<file path="config.mk">
export PLATFORM = sky130hd
export DESIGN_NAME = pwr_mode_ctrl
export DESIGN_NICKNAME = d
export VERILOG_FILES = /design/src/rtl/pwr_mode_pkg.sv /design/src/rtl/pwr_step_timer.sv /design/src/rtl/pwr_mode_fsm.sv /design/src/rtl/pwr_mode_ctrl.sv
export SDC_FILE = /design/constraint.sdc
export NUM_CORES = 1
export LEC_CHECK = 0
export CORE_UTILIZATION = 35
export DETAILED_ROUTE_END_ITERATION = 6
export DONT_BUFFER_PORTS = 1
export GPL_TIMING_DRIVEN = 0
export PLACE_DENSITY_LB_ADDON = 0.2
export SYNTH_ARGS = -nofsm -noshare
export SYNTH_HDL_FRONTEND = slang
export SYNTH_SLANG_ARGS = --single-unit
export TNS_END_PERCENT = 1
</file>
<file path="constraint.sdc">
create_clock -name clk -period 2.6 [get_ports clk]
set_input_delay 0.65 -clock clk [delete_from_list [all_inputs] [get_ports clk]]
set_output_delay 0.65 -clock clk [all_outputs]
set_load 0.05 [all_outputs]
</file>
<file path="src/rtl/pwr_mode_pkg.sv">
package pwr_mode_pkg;

    localparam int PWR_W = 19;

    typedef enum logic [1:0] {
        MODE_RUN   = 2'd0,
        MODE_IDLE  = 2'd1,
        MODE_SLEEP = 2'd2
    } pmode_e;

    typedef enum logic [3:0] {
        ST_RUN,
        ST_RUN2IDLE,
        ST_IDLE,
        ST_IDLE2RUN,
        ST_SHUT1,
        ST_SHUT2,
        ST_SHUT3,
        ST_SLEEP,
        ST_WAKE
    } pstate_e;

    localparam logic [PWR_W-1:0] PWR_RUN_UW   = 19'd400000;
    localparam logic [PWR_W-1:0] PWR_IDLE_UW  = 19'd50000;
    localparam logic [PWR_W-1:0] PWR_SLEEP_UW = 19'd160;

    function automatic logic [PWR_W-1:0] mode_power(input pmode_e m);
        logic [PWR_W-1:0] p;
        unique case (m)
            MODE_RUN:   p = PWR_RUN_UW;
            MODE_IDLE:  p = PWR_IDLE_UW;
            MODE_SLEEP: p = PWR_SLEEP_UW;
            default:    p = '0;
        endcase
        return p;
    endfunction

endpackage

</file>
<file path="src/rtl/pwr_step_timer.sv">
module pwr_step_timer #(
    parameter int CW = 8
) (
    input  logic          clk,
    input  logic          rst_n,
    input  logic          load,
    input  logic [CW-1:0] load_val,
    output logic          done
);

    logic [CW-1:0] cnt;

    always_ff @(posedge clk or negedge rst_n) begin
        if (!rst_n) begin
            cnt <= '0;
        end else if (load) begin
            cnt <= load_val;
        end else if (cnt != '0) begin
            cnt <= cnt - 1'b1;
        end
    end

    assign done = (cnt == '0);

endmodule

</file>
<file path="src/rtl/pwr_mode_fsm.sv">
module pwr_mode_fsm
    import pwr_mode_pkg::*;
#(
    parameter int          CW        = 8,
    parameter int unsigned RI_CYC    = 10,
    parameter int unsigned IR_CYC    = 10,
    parameter int unsigned STEP_CYC  = 30,
    parameter int unsigned WAKE_CYC  = 160
) (
    input  logic             clk,
    input  logic             rst_n,
    input  logic             req_idle,
    input  logic             req_sleep,
    input  logic             req_wake,
    input  logic             tmr_done,
    output logic             tmr_load,
    output logic [CW-1:0]    tmr_val,
    output logic             cpu_clk_en,
    output logic             logic_pwr_en,
    output logic             busy,
    output logic [1:0]       mode,
    output logic [PWR_W-1:0] pwr_uw
);

    pstate_e state, state_n;
    logic    src_idle;
    logic    wake_pend;
    logic    in_shut;
    pmode_e  mode_q;

    assign in_shut = (state == ST_SHUT1) || (state == ST_SHUT2) || (state == ST_SHUT3);

    // State register, with the sleep-entry source and the held wake
    always_ff @(posedge clk or negedge rst_n) begin
        if (!rst_n) begin
            state     <= ST_RUN;
            src_idle  <= 1'b0;
            wake_pend <= 1'b0;
        end else begin
            state <= state_n;
            if (state_n == ST_SHUT1 && state != ST_SHUT1) begin
                src_idle <= (state == ST_IDLE);
            end
            if (state_n == ST_WAKE) begin
                wake_pend <= 1'b0;
            end else if (in_shut && req_wake) begin
                wake_pend <= 1'b1;
            end
        end
    end

    // Next state
    always_comb begin
        state_n = state;
        unique case (state)
            ST_RUN: begin
                if (req_sleep)     state_n = ST_SHUT1;
                else if (req_idle) state_n = ST_RUN2IDLE;
            end
            ST_RUN2IDLE: if (tmr_done) state_n = ST_IDLE;
            ST_IDLE: begin
                if (req_sleep)     state_n = ST_SHUT1;
                else if (req_wake) state_n = ST_IDLE2RUN;
            end
            ST_IDLE2RUN: if (tmr_done) state_n = ST_RUN;
            ST_SHUT1:    if (tmr_done) state_n = ST_SHUT2;
            ST_SHUT2:    if (tmr_done) state_n = ST_SHUT3;
            ST_SHUT3:    if (tmr_done) state_n = ST_SLEEP;
            ST_SLEEP:    if (req_wake || wake_pend) state_n = ST_WAKE;
            ST_WAKE:     if (tmr_done) state_n = ST_RUN;
            default:     state_n = ST_RUN;
        endcase
    end

    // Timer load on entry to each timed state
    always_comb begin
        tmr_val = '0;
        unique case (state_n)
            ST_RUN2IDLE:                  tmr_val = CW'(RI_CYC - 1);
            ST_IDLE2RUN:                  tmr_val = CW'(IR_CYC - 1);
            ST_SHUT1, ST_SHUT2, ST_SHUT3: tmr_val = CW'(STEP_CYC - 1);
            ST_WAKE:                      tmr_val = CW'(WAKE_CYC - 1);
            default:                      tmr_val = '0;
        endcase
        tmr_load = (state_n != state) &&
                   (state_n != ST_RUN) && (state_n != ST_IDLE) && (state_n != ST_SLEEP);
    end

    // Outputs
    always_comb begin
        cpu_clk_en   = 1'b0;
        logic_pwr_en = 1'b1;
        busy         = 1'b1;
        mode_q       = MODE_RUN;
        unique case (state)
            ST_RUN: begin
                cpu_clk_en = 1'b1;
                busy       = 1'b0;
            end
            ST_RUN2IDLE: cpu_clk_en = 1'b1;
            ST_IDLE: begin
                busy   = 1'b0;
                mode_q = MODE_IDLE;
            end
            ST_IDLE2RUN: mode_q = MODE_IDLE;
            ST_SHUT1, ST_SHUT2, ST_SHUT3: mode_q = src_idle ? MODE_IDLE : MODE_RUN;
            ST_SLEEP: begin
                logic_pwr_en = 1'b0;
                busy         = 1'b0;
                mode_q       = MODE_SLEEP;
            end
            ST_WAKE: mode_q = MODE_SLEEP;
            default: mode_q = MODE_RUN;
        endcase
        mode   = mode_q;
        pwr_uw = mode_power(mode_q);
    end

endmodule

</file>
<file path="src/rtl/pwr_mode_ctrl.sv">
module pwr_mode_ctrl
    import pwr_mode_pkg::*;
#(
    parameter int unsigned T_RUN_IDLE   = 10,
    parameter int unsigned T_IDLE_RUN   = 10,
    parameter int unsigned T_SLEEP_STEP = 30,
    parameter int unsigned T_WAKE       = 160,
    parameter int unsigned MIN_WAKE     = 10
) (
    input  logic             clk,
    input  logic             rst_n,
    input  logic             req_idle,
    input  logic             req_sleep,
    input  logic             req_wake,
    output logic             cpu_clk_en,
    output logic             logic_pwr_en,
    output logic             busy,
    output logic [1:0]       mode,
    output logic [PWR_W-1:0] pwr_uw
);

    localparam int unsigned WAKE_CYC = (T_WAKE < MIN_WAKE) ? MIN_WAKE : T_WAKE;
    localparam int unsigned MAX_A    = (T_RUN_IDLE > T_IDLE_RUN) ? T_RUN_IDLE : T_IDLE_RUN;
    localparam int unsigned MAX_B    = (T_SLEEP_STEP > WAKE_CYC) ? T_SLEEP_STEP : WAKE_CYC;
    localparam int unsigned MAX_CYC  = (MAX_A > MAX_B) ? MAX_A : MAX_B;
    localparam int          CW       = (MAX_CYC < 2) ? 1 : $clog2(MAX_CYC);

    logic          tmr_load;
    logic          tmr_done;
    logic [CW-1:0] tmr_val;

    pwr_step_timer #(
        .CW (CW)
    ) u_timer (
        .clk      (clk),
        .rst_n    (rst_n),
        .load     (tmr_load),
        .load_val (tmr_val),
        .done     (tmr_done)
    );

    pwr_mode_fsm #(
        .CW       (CW),
        .RI_CYC   (T_RUN_IDLE),
        .IR_CYC   (T_IDLE_RUN),
        .STEP_CYC (T_SLEEP_STEP),
        .WAKE_CYC (WAKE_CYC)
    ) u_fsm (
        .clk          (clk),
        .rst_n        (rst_n),
        .req_idle     (req_idle),
        .req_sleep    (req_sleep),
        .req_wake     (req_wake),
        .tmr_done     (tmr_done),
        .tmr_load     (tmr_load),
        .tmr_val      (tmr_val),
        .cpu_clk_en   (cpu_clk_en),
        .logic_pwr_en (logic_pwr_en),
        .busy         (busy),
        .mode         (mode),
        .pwr_uw       (pwr_uw)
    );

endmodule

</file>
# [After elaboration in Yosys (flattened, before gate mapping)]
# Index checks and enable logic that the tools add are counted.
[word_totals] reg_bits=14 latchBits=0 mem_bits_rw=0 romBits=0 out_inout_bits=24 mem_count=0
[op_classes] add_sub_neg=1 mul=0 n_div=0 n_lt_le_gt_ge=0 n_eq_ne=20 shifts=0 muxes=22 bitwise=0 reduce_logical=23
[op_table] op="case mux 19 bit (3 select lines)" count=1
[op_table] op="2-to-1 mux 4 bit" count=10
[op_table] op="case mux 4 bit (8 select lines)" count=1
[op_table] op="== test 4 x 3 -> 1 bit, second input constant" count=7
[op_table] op="case mux 8 bit (3 select lines)" count=1
[op_table] op="2-to-1 mux 8 bit" count=2
[op_table] op="== test 4 x 2 -> 1 bit, second input constant" count=3
[op_table] op="OR reduction 2 bit" count=5
[op_table] op="OR reduction 3 bit" count=3
[op_table] op="== test 4 x 1 -> 1 bit, second input constant" count=2
[op_table] op="== test 4 bit, second input constant" count=2
[op_table] op="logical NOT 8 bit" count=1
[op_table] op="!= test 4 x 3 -> 1 bit, second input constant" count=2
[op_table] op="nonzero test 8 bit" count=1
[op_table] op="subtractor 8 x 1 -> 8 bit, second input constant" count=1
[op_table] op="2-to-1 mux 1 bit" count=6
[op_table] op="case mux 2 bit (3 select lines)" count=1
[op_table] op="logical AND 1 bit" count=5
[op_table] op="logical NOT 4 bit" count=1
[op_table] op="!= test 4 x 2 -> 1 bit, second input constant" count=1
[op_table] op="!= test 4 bit" count=1
[op_table] op="nonzero test 2 bit" count=2
[op_table] op="nonzero test 4 bit" count=1
[op_table] op="logical OR 1 bit" count=3
[op_table] op="other kinds (3)" count=3

# [Longest topological paths before layout]
[logic_depth] depth_word=8 depth_mapped=10 mapped_depth_nobuf=8

# [Cells and area by module]
# A second synthesis with hierarchy kept.
[unflattened] cells_unflattened=141 hier_area_um2=1233.7
[modules_own_cells] module="pwr_mode_fsm" n_inst=1 cells_each=87 area_per_inst_um2=757.0 seq_area_each_um2=150.1
[modules_own_cells] module="pwr_step_timer" n_inst=1 cells_each=54 area_per_inst_um2=476.7 seq_area_each_um2=200.2

# [Least setup slack after synthesis]
# No wires, ideal clock.
[synth_path] kind="reg-to-output" start="register u_fsm.state[3]" end="output port pwr_uw[12]" t_arrival_ps=2796 path_slack_ps=-846 path_stages_with_launch=6 n_path_buf=2 cell_sequence="dfrtp_1 clkbuf_1 nand4b_1 nand2_1 nor2_1 buf_4"
[synth_via] elab_chain_len=5 elab_cells_between_ends=15 classes_between="eq/ne (9); mux (2); reduce/logical (4)"
[synth_rtl] item="from (decl)" line="pwr_mode_fsm.sv:25" source="pstate_e state, state_n;"
[synth_rtl] item="from (signal assigned)" line="pwr_mode_fsm.sv:40" source="state <= state_n;"
[synth_rtl] item="== test 4 x 3 -> 1 bit, or another cell as far along" line="pwr_mode_fsm.sv:95" source="unique case (state)"
[synth_rtl] item="OR reduction 3 bit or OR reduction 2 bit (tied branches)"
[synth_rtl] item="case mux 2 bit (3 select lines) *" line="pwr_mode_fsm.sv:95"
[synth_rtl] item="via mode[1]" line="pwr_mode_ctrl.sv:18" source="output logic [1:0] mode,"
[synth_rtl] item="== test 2 bit, or another cell as far along" line="pwr_mode_pkg.sv:29" source="unique case (m)"
[synth_rtl] item="case mux 19 bit (3 select lines) *" line="pwr_mode_pkg.sv:29"
[synth_rtl] item="to (decl)" line="pwr_mode_ctrl.sv:19" source="output logic [PWR_W-1:0] pwr_uw"
# Mark *: on every way through the listed nets, which the timed path passes. The rest lies on a longest branch.

# [Final worst setup path]
[layout_path] start="register u_fsm.state[3]" end="output port pwr_uw[17]"
# The elaborated chain is that of the path after synthesis.

==> flow_summary.ini <==
[synth]
ys_types = 40
yosys.area.top_type = dfrtp_1
synth_edf_count = 0
synth_cells = 141
synthMuxAreaShare = 0.0365
synth_compound_area_frac = 0.189
yosys-top-cells-count = 14 x buf_4, 14 x dfrtp_1, 14 x nor2_1, 10 x a21oi_1, 10 x nand2_1
synthArstFlopShare = 1.00
synth-simple-area-share = 0.262
yosys_register_bits = 14
yosys_most_used_dff = dfrtp_1
synth_top_family_by_area = simple AND/OR/NAND/NOR gates
ys_warn_count = 0
synth-adder-area-share = 0.0111
synth-xor-area-share = 0.0388
syn_area_per_cell_sq_um = 8.01
ys_seq_area_frac = 0.310
synth_area_leaders = dfrtp_1 31%, buf_4 9.3%, nor2_1 4.7%
synth_top_cell_area_share = 0.310
syn_area_sq_um = 1130

[finish]
nets = 158
stdcell_count = 195
fin_area_sq_um = 1310
fillers = 305
syn2layout_area_growth_pct = 15.9
multi_input_area_sq_um = 683
drive_gt1_frac = 0.252
regArea_sq_um = 352
n_antenna_cell = 0

[place]
place_area_sq_um = 1230
io_buffers = 0
dp_slack_ns = -0.522
dp.cells = 191
gp_congestion = 0.880
dp_hpwl_microns = 2000

[power_and_ir_drop]
ir_worst_vdd_uv = 478
p_per_area_nw_per_um2 = 952
total_leakage_power_nw = 0.536
power_frac_seq = 0.309
p_comb_frac = 0.557
pwr-share-clk = 0.134
total_power_mw = 1.25
power.switching_mw = 0.607
swShare = 0.487
p_int_mw = 0.640

[route]
ant_nets = 0
post_drt_wl_per_cell_microns = 14.2
drc_errors = 0
num_vias = 1050
dr.pass1.iters = 4
drt-initial-drc-count = 92
vias_per_cell = 5.38
wl_microns = 2770

[sta]
finalCritPeriodShare = 1.20
rsz0062_at_grt = yes
finalCriticalPeriod_ns = 3.12
timing.fmax_ghz = 0.321
fin_tns_setup_ns = -6.56
worst_slew_pin_slew_ns = 1.43
finalSetupViolations = 21
hold_viol_final = 0
max-slew-margin-rel = 0.0384
finalMaxSlewViolations = 0
fin_ws_ns = -0.517
finClkSkew_ns = 0.00964

[min_path]
hp-class = in -> async

[cts]
htreeDepth = 1
cts_sinks = 14
cts_tree = yes
root_buffer = clkbuf_4
hold_buffers = 0
cts.clk_slew.worst_paths_ns = 0.10
clockBufferDepth = 2
clk_latency_ns = 0.29
cts_buffers = 3

[critical_path]
start_kind = register
setup.worst_path.end_class = primary output
critPathArrivalTime_ns = 2.47
slowest_stage = nand4b_1
crit_type = reg -> out
cp_max_fo = 6
path_buf_inv = 1
worstReg2RegStart = u_fsm.state[3]$_DFF_PN0_
cp_top_family = simple AND/OR/NAND/NOR gates
crit_chain = nand4b_1 > nand2_4 > nor2_4 > buf_6
rr_worst_depth = 7
cp_slowest_stage_delay_ns = 0.86
worst_ep_required_time_ns = 1.95
rr_endpoint = u_timer.cnt[2]$_DFFE_PN0P_
rrSetupSlack_ns = -0.40

[floorplan]
ios = 29
die_w_microns = 58.8
start_util = 0.370
core-area_sq_um = 3050
row_count = 20
dieArea_sq_um = 3460
die_h_microns = 58.8

[grt]
grtUsageTotal = 0.169
antenna_found_initial = 0
overflow = 0
grt_max_degree = 15
grt_pass1_wl_microns = 4310
grt_pass1_vias = 898

[run_status]
violations = setup timing
outcome = finished, violations left

[run]
max_cap_violations = 0
==> cell type report <==
cell class | count | area share
multi-input cells | 103 | 0.521
flip-flops and latches | 14 | 0.268
plain buffers | 21 | 0.112
well taps | 44 | 0.0420
clock buffers | 4 | 0.0277
inverters | 8 | 0.0229
repair buffers | 1 | 0.00573
==> logic make-up after synthesis <==
family                     after synthesis
other                                    1
xor gates and xnor gates                 5
DFF                                     14
buffers and inverters                   30
and+or+nand+nor                         55
AOI/OAI and AO/OA                       31
muxes                                    4
adders and majority gates                1
==> placed cells by master (no fill, tap or decap), types with 5 or more instances in the layout <==
master	netlist	layout
buf_4	14	12
nor2_1	14	11
a21oi_1	10	10
nand2_1	10	9
inv_1	8	8
dfrtp_1	14	13
o21ai_0	6	5
nor3_1	8	7
conb_1	1	7
==> power groups by stage <==
stage	Combinational, mW	Sequential, mW	Clock (mW)
2_1_floorplan	0.582	0.364	0
3_3_place_gp	0.667	0.382	0
3_5_place_dp	0.678	0.385	0
4_1_cts	0.688	0.382	0.173
5_1_grt	0.759	0.398	0.185
6_report	0.695	0.386	0.167
==> flip-flops by register name, summed over array words and instances (netlist names) <==
| signal | flops |
|---|---|
| u_timer.cnt | 8 |
| u_fsm.src_idle | 1 |
| u_fsm.wake_pend | 1 |
| u_fsm.state | 4 |
==> repair_timing <==
item,CTS,global route
hold endpoints to repair,0,0
gates resized for setup,7,5
setup buffers,1,0
pin swaps,2,2
setup endpoints to repair,23,23
==> worst max path at each step <==
stage	depth (start not counted)	to	startpoint	slack, ns
after global placement	8	u_timer.cnt[2]$_DFFE_PN0P_	u_fsm.state[3]$_DFF_PN0_	-0.52
after CTS	4	pwr_uw[18]	u_fsm.state[3]$_DFF_PN0_	-0.50
after detailed placement	8	u_timer.cnt[2]$_DFFE_PN0P_	u_fsm.state[3]$_DFF_PN0_	-0.52
after global routing	4	pwr_uw[17]	u_fsm.state[3]$_DFF_PN0_	-0.64
final	4	pwr_uw[17]	u_fsm.state[3]$_DFF_PN0_	-0.52
after floorplan	5	pwr_uw[12]	u_fsm.state[3]$_DFF_PN0_	-0.22
==> per-stage QoR <==
step	hold WS, ns	util
after floorplan	0.354	-
after global placement	0.355	0.402
after detailed placement	0.355	0.402
after CTS	0.0309	0.423
after global routing	0.0109	0.429
final	0.0363	0.429
==> per-layer routing <==
metal,track usage,vias up,part of all wire,wire [microns]
met1,0.206,506,0.43,1190
met5,0,-,0,0
met3,0.0549,4,0.062,171
met2,0.282,41,0.50,1380
met4,0.0510,0,0.0083,23
li1,-,499,-,-
Power figures use the tool's default switching activity.
